### src/rtl/wdt_pkg.sv
package wdt_pkg;

    typedef enum logic [1:0] {
        WM_STOP      = 2'd0,
        WM_IRQ       = 2'd1,
        WM_RESET     = 2'd2,
        WM_IRQ_RESET = 2'd3
    } wdt_mode_e;

    typedef struct packed {
        logic       flag;
        logic       irq_en;
        logic       unlock;
        logic       rst_en;
        logic [3:0] sel;
    } wdt_cfg_t;

    function automatic logic [7:0] cfg_to_byte(input wdt_cfg_t c, input logic pin_re);
        return {c.flag, c.irq_en, c.sel[3], c.unlock, c.rst_en | pin_re, c.sel[2:0]};
    endfunction

    function automatic wdt_cfg_t byte_to_cfg(input logic [7:0] b);
        wdt_cfg_t c;
        c.flag   = b[7];
        c.irq_en = b[6];
        c.unlock = b[4];
        c.rst_en = b[3];
        c.sel    = {b[5], b[2:0]};
        return c;
    endfunction

    function automatic wdt_mode_e pick_mode(input logic fuse_n, input logic re, input logic ie);
        if (!fuse_n) return WM_RESET;
        case ({re, ie})
            2'b01:   return WM_IRQ;
            2'b10:   return WM_RESET;
            2'b11:   return WM_IRQ_RESET;
            default: return WM_STOP;
        endcase
    endfunction

endpackage

### src/rtl/wdt_cfg_reg.sv
module wdt_cfg_reg
    import wdt_pkg::*;
#(
    parameter int WIN_CYC = 4
) (
    input  logic     clk,
    input  logic     rst,
    input  logic     wr_en,
    input  logic [7:0] wr_data,
    input  logic     rst_flag,
    input  logic     irq_ack,
    input  logic     ack_drops_ie,
    input  logic     set_flag,
    output wdt_cfg_t cfg
);
    localparam int WIN_W = (WIN_CYC > 1) ? $clog2(WIN_CYC) : 1;

    wdt_cfg_t         cfg_q, cfg_d, wr_c;
    logic [WIN_W-1:0] win_q, win_d;

    assign wr_c = byte_to_cfg(wr_data);
    assign cfg  = cfg_q;

    always_comb begin
        cfg_d = cfg_q;
        win_d = win_q;
        if (wr_en) begin
            cfg_d.irq_en = wr_c.irq_en;
            if (cfg_q.unlock) begin
                cfg_d.sel    = wr_c.sel;
                cfg_d.rst_en = wr_c.rst_en;
                cfg_d.unlock = 1'b0;
            end else begin
                cfg_d.rst_en = cfg_q.rst_en | wr_c.rst_en;
                if (wr_c.unlock && wr_c.rst_en) begin
                    cfg_d.unlock = 1'b1;
                    win_d        = WIN_W'(WIN_CYC - 1);
                end
            end
        end else if (cfg_q.unlock) begin
            if (win_q == '0) cfg_d.unlock = 1'b0;
            else             win_d = win_q - 1'b1;
        end
        if (irq_ack) begin
            cfg_d.flag = 1'b0;
            if (ack_drops_ie) cfg_d.irq_en = 1'b0;
        end else if (set_flag) begin
            cfg_d.flag = 1'b1;
        end
        if (rst_flag) cfg_d.rst_en = 1'b1;
    end

    always_ff @(posedge clk) begin
        if (rst) begin
            cfg_q <= '0;
            win_q <= '0;
        end else begin
            cfg_q <= cfg_d;
            win_q <= win_d;
        end
    end
endmodule

### src/rtl/wdt_tick_cnt.sv
module wdt_tick_cnt #(
    parameter int BASE_LOG2 = 11,
    parameter int MAX_CODE  = 9
) (
    input  logic       clk,
    input  logic       rst,
    input  logic       run,
    input  logic       tick,
    input  logic       kick,
    input  logic [3:0] sel,
    output logic       expire
);
    localparam int CNT_W = BASE_LOG2 + MAX_CODE + 1;

    logic [CNT_W-1:0] cnt_q, last;
    logic [3:0]       eff;

    always_comb begin
        eff  = (sel > 4'(MAX_CODE)) ? 4'(MAX_CODE) : sel;
        last = (CNT_W'(1) << (BASE_LOG2 + int'(eff))) - CNT_W'(1);
    end

    assign expire = run && tick && !kick && (cnt_q == last);

    always_ff @(posedge clk) begin
        if (rst || !run || kick) cnt_q <= '0;
        else if (expire)         cnt_q <= '0;
        else if (tick)           cnt_q <= cnt_q + 1'b1;
    end
endmodule

### src/rtl/wdt_action.sv
module wdt_action
    import wdt_pkg::*;
(
    input  wdt_mode_e mode,
    input  logic      expire,
    input  logic      flag,
    output logic      set_flag,
    output logic      fire_rst
);
    always_comb begin
        set_flag = 1'b0;
        fire_rst = 1'b0;
        case (mode)
            WM_IRQ:       set_flag = expire;
            WM_RESET:     fire_rst = expire;
            WM_IRQ_RESET: begin
                if (flag) fire_rst = expire;
                else      set_flag = expire;
            end
            default: ;
        endcase
    end
endmodule

### src/rtl/wdt_guard.sv
module wdt_guard
    import wdt_pkg::*;
#(
    parameter int BASE_LOG2 = 11,
    parameter int MAX_CODE  = 9,
    parameter int WIN_CYC   = 4
) (
    input  logic       clk,
    input  logic       rst,
    input  logic       tick_en,
    input  logic       wr_en,
    input  logic [7:0] wr_data,
    output logic [7:0] rd_data,
    input  logic       kick,
    input  logic       irq_ack,
    input  logic       rst_flag,
    input  logic       fuse_on_n,
    output logic       irq,
    output logic       sys_rst_pulse
);
    wdt_cfg_t  cfg;
    wdt_mode_e mode;
    logic      expire, set_flag, fire_rst, pulse_q;

    assign mode = pick_mode(fuse_on_n, cfg.rst_en | rst_flag, cfg.irq_en);

    wdt_cfg_reg #(.WIN_CYC(WIN_CYC)) cfg_i (
        .clk          (clk),
        .rst          (rst),
        .wr_en        (wr_en),
        .wr_data      (wr_data),
        .rst_flag     (rst_flag),
        .irq_ack      (irq_ack),
        .ack_drops_ie (mode == WM_IRQ_RESET),
        .set_flag     (set_flag),
        .cfg          (cfg)
    );

    wdt_tick_cnt #(.BASE_LOG2(BASE_LOG2), .MAX_CODE(MAX_CODE)) cnt_i (
        .clk    (clk),
        .rst    (rst),
        .run    (mode != WM_STOP),
        .tick   (tick_en),
        .kick   (kick),
        .sel    (cfg.sel),
        .expire (expire)
    );

    wdt_action act_i (
        .mode     (mode),
        .expire   (expire),
        .flag     (cfg.flag),
        .set_flag (set_flag),
        .fire_rst (fire_rst)
    );

    always_ff @(posedge clk) begin
        if (rst) pulse_q <= 1'b0;
        else     pulse_q <= fire_rst;
    end

    assign sys_rst_pulse = pulse_q;
    assign irq           = cfg.flag & cfg.irq_en;
    assign rd_data       = cfg_to_byte(cfg, rst_flag);
endmodule

### config.mk
export PLATFORM = sky130hd
export DESIGN_NAME = wdt_guard
export DESIGN_NICKNAME = d
export VERILOG_FILES = /design/src/rtl/wdt_pkg.sv /design/src/rtl/wdt_cfg_reg.sv /design/src/rtl/wdt_tick_cnt.sv /design/src/rtl/wdt_action.sv /design/src/rtl/wdt_guard.sv
export SDC_FILE = /design/constraint.sdc
export NUM_CORES = 1
export LEC_CHECK = 0
export BUFFER_PORTS_ARGS = -buffer_cell sky130_fd_sc_hd__buf_2
export CAP_MARGIN = 40
export CORE_MARGIN = 5
export CORE_UTILIZATION = 55
export CTS_BUF_LIST = sky130_fd_sc_hd__clkbuf_4 sky130_fd_sc_hd__clkbuf_8
export CTS_CLUSTER_DIAMETER = 200
export CTS_CLUSTER_SIZE = 16
export DETAILED_ROUTE_END_ITERATION = 8
export HOLD_SLACK_MARGIN = 0.02
export PLACE_DENSITY = 0.82
export SYNTH_ARGS = -nofsm -noshare
export SYNTH_HDL_FRONTEND = slang
export SYNTH_SLANG_ARGS = --single-unit
### constraint.sdc
create_clock -name clk -period 3.9 [get_ports clk]
set_input_delay 0.585 -clock clk [delete_from_list [all_inputs] [get_ports clk]]
set_output_delay 0.585 -clock clk [all_outputs]
set_load 0.02 [all_outputs]
==> impl_metrics.toml, run 1 <==
[run_status]
outcome = "finished, final reports clean"

[placed_design]
hpwl_mm = 4.509
placed_cells = 377
portBuffers = 24
finalWeightedCongestion = 0.9617
place_ws_ns = 0.1099

[floorplanning]
fp.dieW_um = 77.82
start_util_pct = 57.31
die_area_um2 = 6056
rows = 24
ios = 26
core-area_um2 = 4414
dieHeight_um = 77.82

[detailed_routing]
drt-pass1-iter-count = 5
drc = 0
routed_via_density = 6.334
vias = 2445
wl_met3_um = 316
postRouteAntennaNets = 0
wire_per_inst_um = 16.13
wl_mm = 6.225
detail_route.iter0.violations = 225
met1Wirelength_mm = 2.840
route.met2.wl_mm = 2.918
highest_layer = "met4"

[grt]
antenna_found_initial = 0
grt_max_degree = 29
grt_pass1_wl_mm = 10.54
grt_use_total_pct = 21.13
first_global_vias = 2228
grt-ovfl-total = 0

[finish]
finalNetCount = 353
fill_cells = 410
syn_to_final_growth_pct = 7.764
final_cell_count_no_fill = 386
antenna_cells = 0
drive_gt1_share_pct = 15.87
layout.cells.most_common = "dfxtp_1"
layout_common_cells = "dfxtp_1 (32), nand2_1 (29), and3_1 (27)"

[timing]
period_share_pct = 94.83
fin_ws_ns = 0.2015
slew_viol_final = 0
relSlewSlack_pct = 64.39
grt_setup_unrepaired = "no"
min_period_ns = 3.699
finClkSkew_ns = 0.009539
finalSetupTns_ns = 0
setup_viol_count_final = 0
hold_viol_final = 0
fmax_mhz = 270.4
whs_ns = 0.5035
worst_slew_pin_slew_ns = 0.5293

[yosys]
yosysSeqAreaShare_pct = 25.32
synth-seq-cells = 32
syn_nets = 343
synthFlopType = "dfxtp_1"
avgSynthCellArea_um2 = 7.833
syn_inst = 323
ys_types = 61
synthArstFlopShare_pct = 0
netlist_area_um2 = 2530
ys.warnings.count = 0
synth_edf_count = 0

[worst_setup_path]
slowest_stage = "or4_4"
crit_top_cell = "ha_1"
critical_path.max_stage_delay_ns = 0.55
required_ns = 4.07
critical_path.max_fanout = 21
setup.worst_path.class = "reg2reg"
start_kind = "flip-flop"
endpoint_kind = "flip-flop"
crit_chain = "nor2_1 > nand2_1 > ha_1 > nor4b_4 > nand3b_1 > ha_1 > nor2b_1 > a22o_1 > a22oi_1 > xnor2_1 > or3_1 > or4_4 > and3_1"
critPathTopFamily = "simple AND/OR/NAND/NOR gates"
crit_buf_inv = 0
cp.arrival_ns = 3.87

[worst_hold_path]
min_path_type = "reg2reg"

[clocking]
ctsResizeCount = 0
cts_buffer_depth = 2
cts_tree = "yes"
cts_root_buf = "clkbuf_8"
clk_pin_slew_ns = 0.07
numClockSinks = 32
clk_latency_ns = 0.29
h-tree-depth = 2
cts-buffers-inserted = 5

[power_and_ir_drop]
power.total_w = 0.0007212
p_leak_nw = 1.122
peakVddDrop_uv = 230.3
power.density_nw_per_um2 = 264.5

[job]
cap_violations = 0
[worst reg2reg max path: cells and delay by family, from the launching register on]
family	cells	cell delay, ns
AOI/OAI and AO/OA	2	0.46
xor gates and xnor gates	1	0.11
adders and majority gates	2	0.64
DFF	1	0.31
and+or+nand+nor	8	2.07
[metal layers]
layer | global-route usage (%) | vias to the layer above
met3 | 3.125 | 17
met4 | 8.076 | 0
met1 | 29.30 | 1147
li1 | - | 1190
met5 | 0 | -
met2 | 32.89 | 91
[through the flow]
step,utilization (%),cell area [um2]
global route,61.76,2726
finish,61.76,2726
CTS,61.59,2719
global placement,58.90,2600
floorplan,-,2540
detailed placement,59.07,2608
[state kept, by name, summed over array words and instances (netlist names)]
name	flops
cnt_i.cnt_q	21
cfg_i.cfg	8
cfg_i.win_q	2
sys_rst_pulse	1
[worst paths after layout]
kind | to | start | slack [ns] | cells after the start
worst min-delay path | cfg_i.win_q[0]$_SDFFE_PP0P_ | cfg_i.win_q[0]$_SDFFE_PP0P_ | 0.50 | 2
worst max register to register | cnt_i.cnt_q[3]$_SDFFE_PP0P_ | cfg_i.cfg[0]$_SDFFE_PP0P_ | 0.20 | 13
worst min register to register | cfg_i.win_q[0]$_SDFFE_PP0P_ | cfg_i.win_q[0]$_SDFFE_PP0P_ | 0.50 | 2
worst max-delay path | cnt_i.cnt_q[3]$_SDFFE_PP0P_ | cfg_i.cfg[0]$_SDFFE_PP0P_ | 0.20 | 13
[logic make-up after synthesis]
group,count (synthesis),synth area share [%]
muxes,3,1.187
DFF,32,25.32
adders and majority gates,4,1.978
AOI/OAI and AO/OA,69,19.24
buffers and inverters,42,9.050
and+or+nand+nor,143,32.84
xor gates and xnor gates,30,10.39
[Yosys cell counts (2+ instances only)]
| library cell | number | area share (%) |
|---|---|---|
| a211oi_1 | 5 | 1.5 |
| a21boi_0 | 2 | 0.59 |
| a21o_1 | 2 | 0.59 |
| a21oi_1 | 14 | 2.8 |
| a221oi_1 | 2 | 0.69 |
| a31oi_1 | 3 | 0.74 |
| and2_1 | 5 | 1.2 |
| and3_1 | 27 | 6.7 |
| and4_1 | 2 | 0.69 |
| buf_2 | 9 | 1.8 |
| buf_4 | 8 | 2.4 |
| buf_6 | 4 | 1.8 |
| clkbuf_1 | 11 | 1.6 |
| dfxtp_1 | 32 | 25 |
| ha_1 | 4 | 2.0 |
| inv_1 | 10 | 1.5 |
| mux2i_1 | 3 | 1.2 |
| nand2_1 | 29 | 4.3 |
| nand3_1 | 16 | 3.2 |
| nand3b_1 | 3 | 0.89 |
| nand4_1 | 4 | 0.99 |
| nand4b_1 | 3 | 1.0 |
| nor2_1 | 14 | 2.1 |
| nor2b_1 | 9 | 2.2 |
| nor3_1 | 6 | 1.2 |
| nor4_1 | 6 | 1.5 |
| nor4b_1 | 2 | 0.69 |
| nor4b_2 | 2 | 1.2 |
| o2111ai_1 | 5 | 1.7 |
| o211ai_1 | 4 | 1.2 |
| o21a_1 | 2 | 0.59 |
| o21ai_0 | 11 | 2.2 |
| o21ai_1 | 4 | 0.79 |
| or2_2 | 2 | 0.49 |
| or3_1 | 3 | 0.74 |
| or4_4 | 2 | 0.89 |
| xnor2_1 | 23 | 8.0 |
| xor2_1 | 7 | 2.4 |
[repair_timing]
| action | in CTS | in global routing |
|---|---|---|
| setup buffers | 0 | 1 |
| hold buffers | 0 | 0 |
| endpoints found under the setup margin | 0 | 22 |
[power by group]
group          total [W]  internal [W]  switching (W)
sequential      0.000335      0.000331     0.00000416
clock           0.000320      0.000196       0.000124
combinational  0.0000660     0.0000265      0.0000395
[final cells by class]
type | count | area (um2) | area share (%)
Multi-Input combinational cell | 249 | 1669 | 61.22
Sequential cell | 32 | 640.6 | 23.50
Timing Repair Buffer | 35 | 202.7 | 7.435
Clock buffer | 6 | 76.32 | 2.799
Tap cell | 52 | 65.06 | 2.386
Inverter | 10 | 37.54 | 1.377
Clock inverter | 2 | 35.03 | 1.285
(Power assumes the default switching activity.)
==> inputs of run 2 (changes only) <==
ABC_AREA = 1   (was not set)
CORE_UTILIZATION = 56   (was 55)
PLACE_DENSITY = 0.83   (was 0.82)
REMOVE_ABC_BUFFERS = 1   (was not set)
==> run 2 against run 1 <==
Count of clock-buffer cells in the layout unchanged. Global-route usage down 0.19 points. Clock power down 24%. First-iteration DRC count up 10%. Critical path type unchanged. Largest cell class unchanged.
==> impl_metrics.toml, run 2 <==
[yosys]
ys_types = 46
avgSynthCellArea_um2 = 6.484
netlist.area_leader.share_pct = 23.69
synth_top_cell_by_area = "dfxtp_1"
yosysSeqAreaShare_pct = 23.69
synthTopCellsByCount = "nand2_1 (89), inv_1 (57), nor2_1 (53), nand3_1 (34), dfxtp_1 (32)"
yosysMostFrequentCell = "nand2_1"
synth_edf_count = 0
synth-seq-cells = 32
synthFlopType = "dfxtp_1"
synth.area.top_cells = "dfxtp_1 (24%), nand2_1 (12%), inv_1 (7.9%)"
syn_inst = 417
synthArstFlopShare_pct = 0
netlist_area_um2 = 2704
ys.warnings.count = 0

[grt]
antenna_found_initial = 0
grt-ovfl-total = 0
grt_max_degree = 17
grt_pass1_wl_mm = 10.62
grt_use_total_pct = 20.93
first_global_vias = 2487

[power_and_ir_drop]
power.density_nw_per_um2 = 237.6
peakVddDrop_uv = 241.2
p_leak_nw = 1.276

[floorplanning]
core-area_um2 = 4692
rows = 25
dieHeight_um = 79.49
ios = 26
die_area_um2 = 6318
fp.dieW_um = 79.49
start_util_pct = 57.63

[worst_setup_path]
cp.arrival_ns = 3.82
required_ns = 4.07
endpoint_kind = "flip-flop"
critical_path.max_fanout = 14
setup.worst_path.class = "reg2reg"
start_kind = "flip-flop"

[finish]
finalNetCount = 461
top_register = "cnt_i.cnt_q"
drive_gt1_share_pct = 19.50
largest_reg_flops = 21
layout_common_cells = "nand2_1 (89), inv_1 (57), nor2_1 (51)"
final_cell_count_no_fill = 495
syn_to_final_growth_pct = 8.607
post-route-util_pct = 62.59
fill_cells = 447
antenna_cells = 0
layout.cells.most_common = "nand2_1"

[clocking]
clk_pin_slew_ns = 0.06
ctsResizeCount = 0
cts_hold_buf = 0
cts_tree = "yes"
clk_latency_ns = 0.28
cts_root_buf = "clkbuf_8"
numClockSinks = 32
h-tree-depth = 2
cts-buffers-inserted = 5
cts_buffer_depth = 2
postCtsSetupBuffers = 0

[timing]
hold_viol_final = 0
whs_ns = 0.4527
finalSetupTns_ns = 0
min_period_ns = 3.649
fin_ws_ns = 0.2506
finClkSkew_ns = 0.001554
fmax_mhz = 274.0
setup_viol_count_final = 0
relSlewSlack_pct = 71.46
period_share_pct = 93.57
worst_slew_pin_slew_ns = 0.4242
slew_viol_final = 0

[job]
cap_violations = 0

[detailed_routing]
detail_route.iter0.violations = 248
vias = 2631
wire_per_inst_um = 12.61
drt-pass1-iter-count = 4
routed_via_density = 5.315
wl_mm = 6.242
drc = 0
postRouteAntennaNets = 0

[placed_design]
finalWeightedCongestion = 0.9465
placed_cells = 488
hpwl_mm = 5.120
portBuffers = 24
place_ws_ns = 0.1273

[run_status]
outcome = "finished, final reports clean"

[worst_hold_path]
min_path_type = "reg2reg"
==> run 2: cell types whose count changed after synthesis, moves of 9 or more <==
cell / before / now
nor2_2: 0 / 9
nand3_1: 16 / 34
buf_2: 9 / 0
nand2_2: 0 / 9
nor2_1: 14 / 53
xor2_1: 7 / 20
inv_1: 10 / 57
nand2_1: 29 / 89
and3_1: 27 / 2
clkbuf_1: 11 / 1
xnor2_1: 23 / 2
==> run 2: worst paths after layout <==
| kind | startpoint | slack (ns) | to | depth (start not counted) |
|---|---|---|---|---|
| worst max-delay path | cfg_i.cfg[1]$_SDFFE_PP0P_ | 0.25 | cnt_i.cnt_q[12]$_SDFFE_PP0P_ | 21 |
| worst min-delay path | cfg_i.win_q[0]$_SDFFE_PP0P_ | 0.45 | cfg_i.win_q[0]$_SDFFE_PP0P_ | 1 |
| worst max register to register | cfg_i.cfg[1]$_SDFFE_PP0P_ | 0.25 | cnt_i.cnt_q[12]$_SDFFE_PP0P_ | 21 |
| worst min register to register | cfg_i.win_q[0]$_SDFFE_PP0P_ | 0.45 | cfg_i.win_q[0]$_SDFFE_PP0P_ | 1 |
==> run 2: layer usage <==
layer | global-route usage, % | routed length (um) | vias to the layer above | share of wire [%]
met2 | 35.48 | 2926 | 46 | 47
met1 | 26.07 | 2889 | 1191 | 46
met5 | 0 | 0 | - | 0
met3 | 4.740 | 336 | 9 | 5.4
met4 | 6.873 | 89 | 0 | 1.4
li1 | - | - | 1385 | -
==> run 2: cell families after synthesis <==
| group | after synthesis | share of synthesized area (%) |
|---|---|---|
| adders and majority gates | 4 | 1.851 |
| buffers and inverters | 75 | 12.77 |
| DFF | 32 | 23.69 |
| muxes | 1 | 0.3702 |
| xor gates and xnor gates | 24 | 8.561 |
| AOI/OAI and AO/OA | 45 | 10.83 |
| and+or+nand+nor | 236 | 41.92 |
==> run 2: metrics by stage <==
stage / cell area [um2] / power (W)
floorplan: 2603 / 0.0004254
finish: 2937 / 0.0006976
CTS: 2922 / 0.0007021
global placement: 2840 / 0.0004563
detailed placement: 2840 / 0.0004594
global route: 2937 / 0.0007318
==> run 2: power breakdown <==
group	switching, W	total, W	internal [W]
registers	0.00000491	0.000337	0.000332
clock network	0.000115	0.000243	0.000128
logic	0.0000755	0.000118	0.0000425
==> run 2: cell type report <==
cell class	count	area, um2	area share [%]
Clock buffer	6	76.32	2.599
Clock inverter	1	5.005	0.1704
Inverter	63	244.0	8.308
Multi-Input combinational cell	310	1730	58.93
Sequential cell	32	643.1	21.90
Tap cell	54	67.56	2.301
Timing Repair Buffer	29	170.2	5.795
==> run 2: worst max-delay path, stage by stage, from the launching register on <==
cell and delay (ns):
dfxtp_2 0.37, o21ai_4 0.21, nand3_1 0.13, ha_1 0.36
nor2_4 0.20, nand2_2 0.12, inv_1 0.11, nand2_1 0.08
ha_1 0.31, or2_2 0.10, nand3_1 0.06, nor3_1 0.19
nand3_1 0.15, nor2_1 0.13, nand4_1 0.13, nor2_1 0.11
nand3_1 0.11, nor2_2 0.20, nand2_1 0.10, nand2_2 0.15
buf_12 0.17, nor2_1 0.05
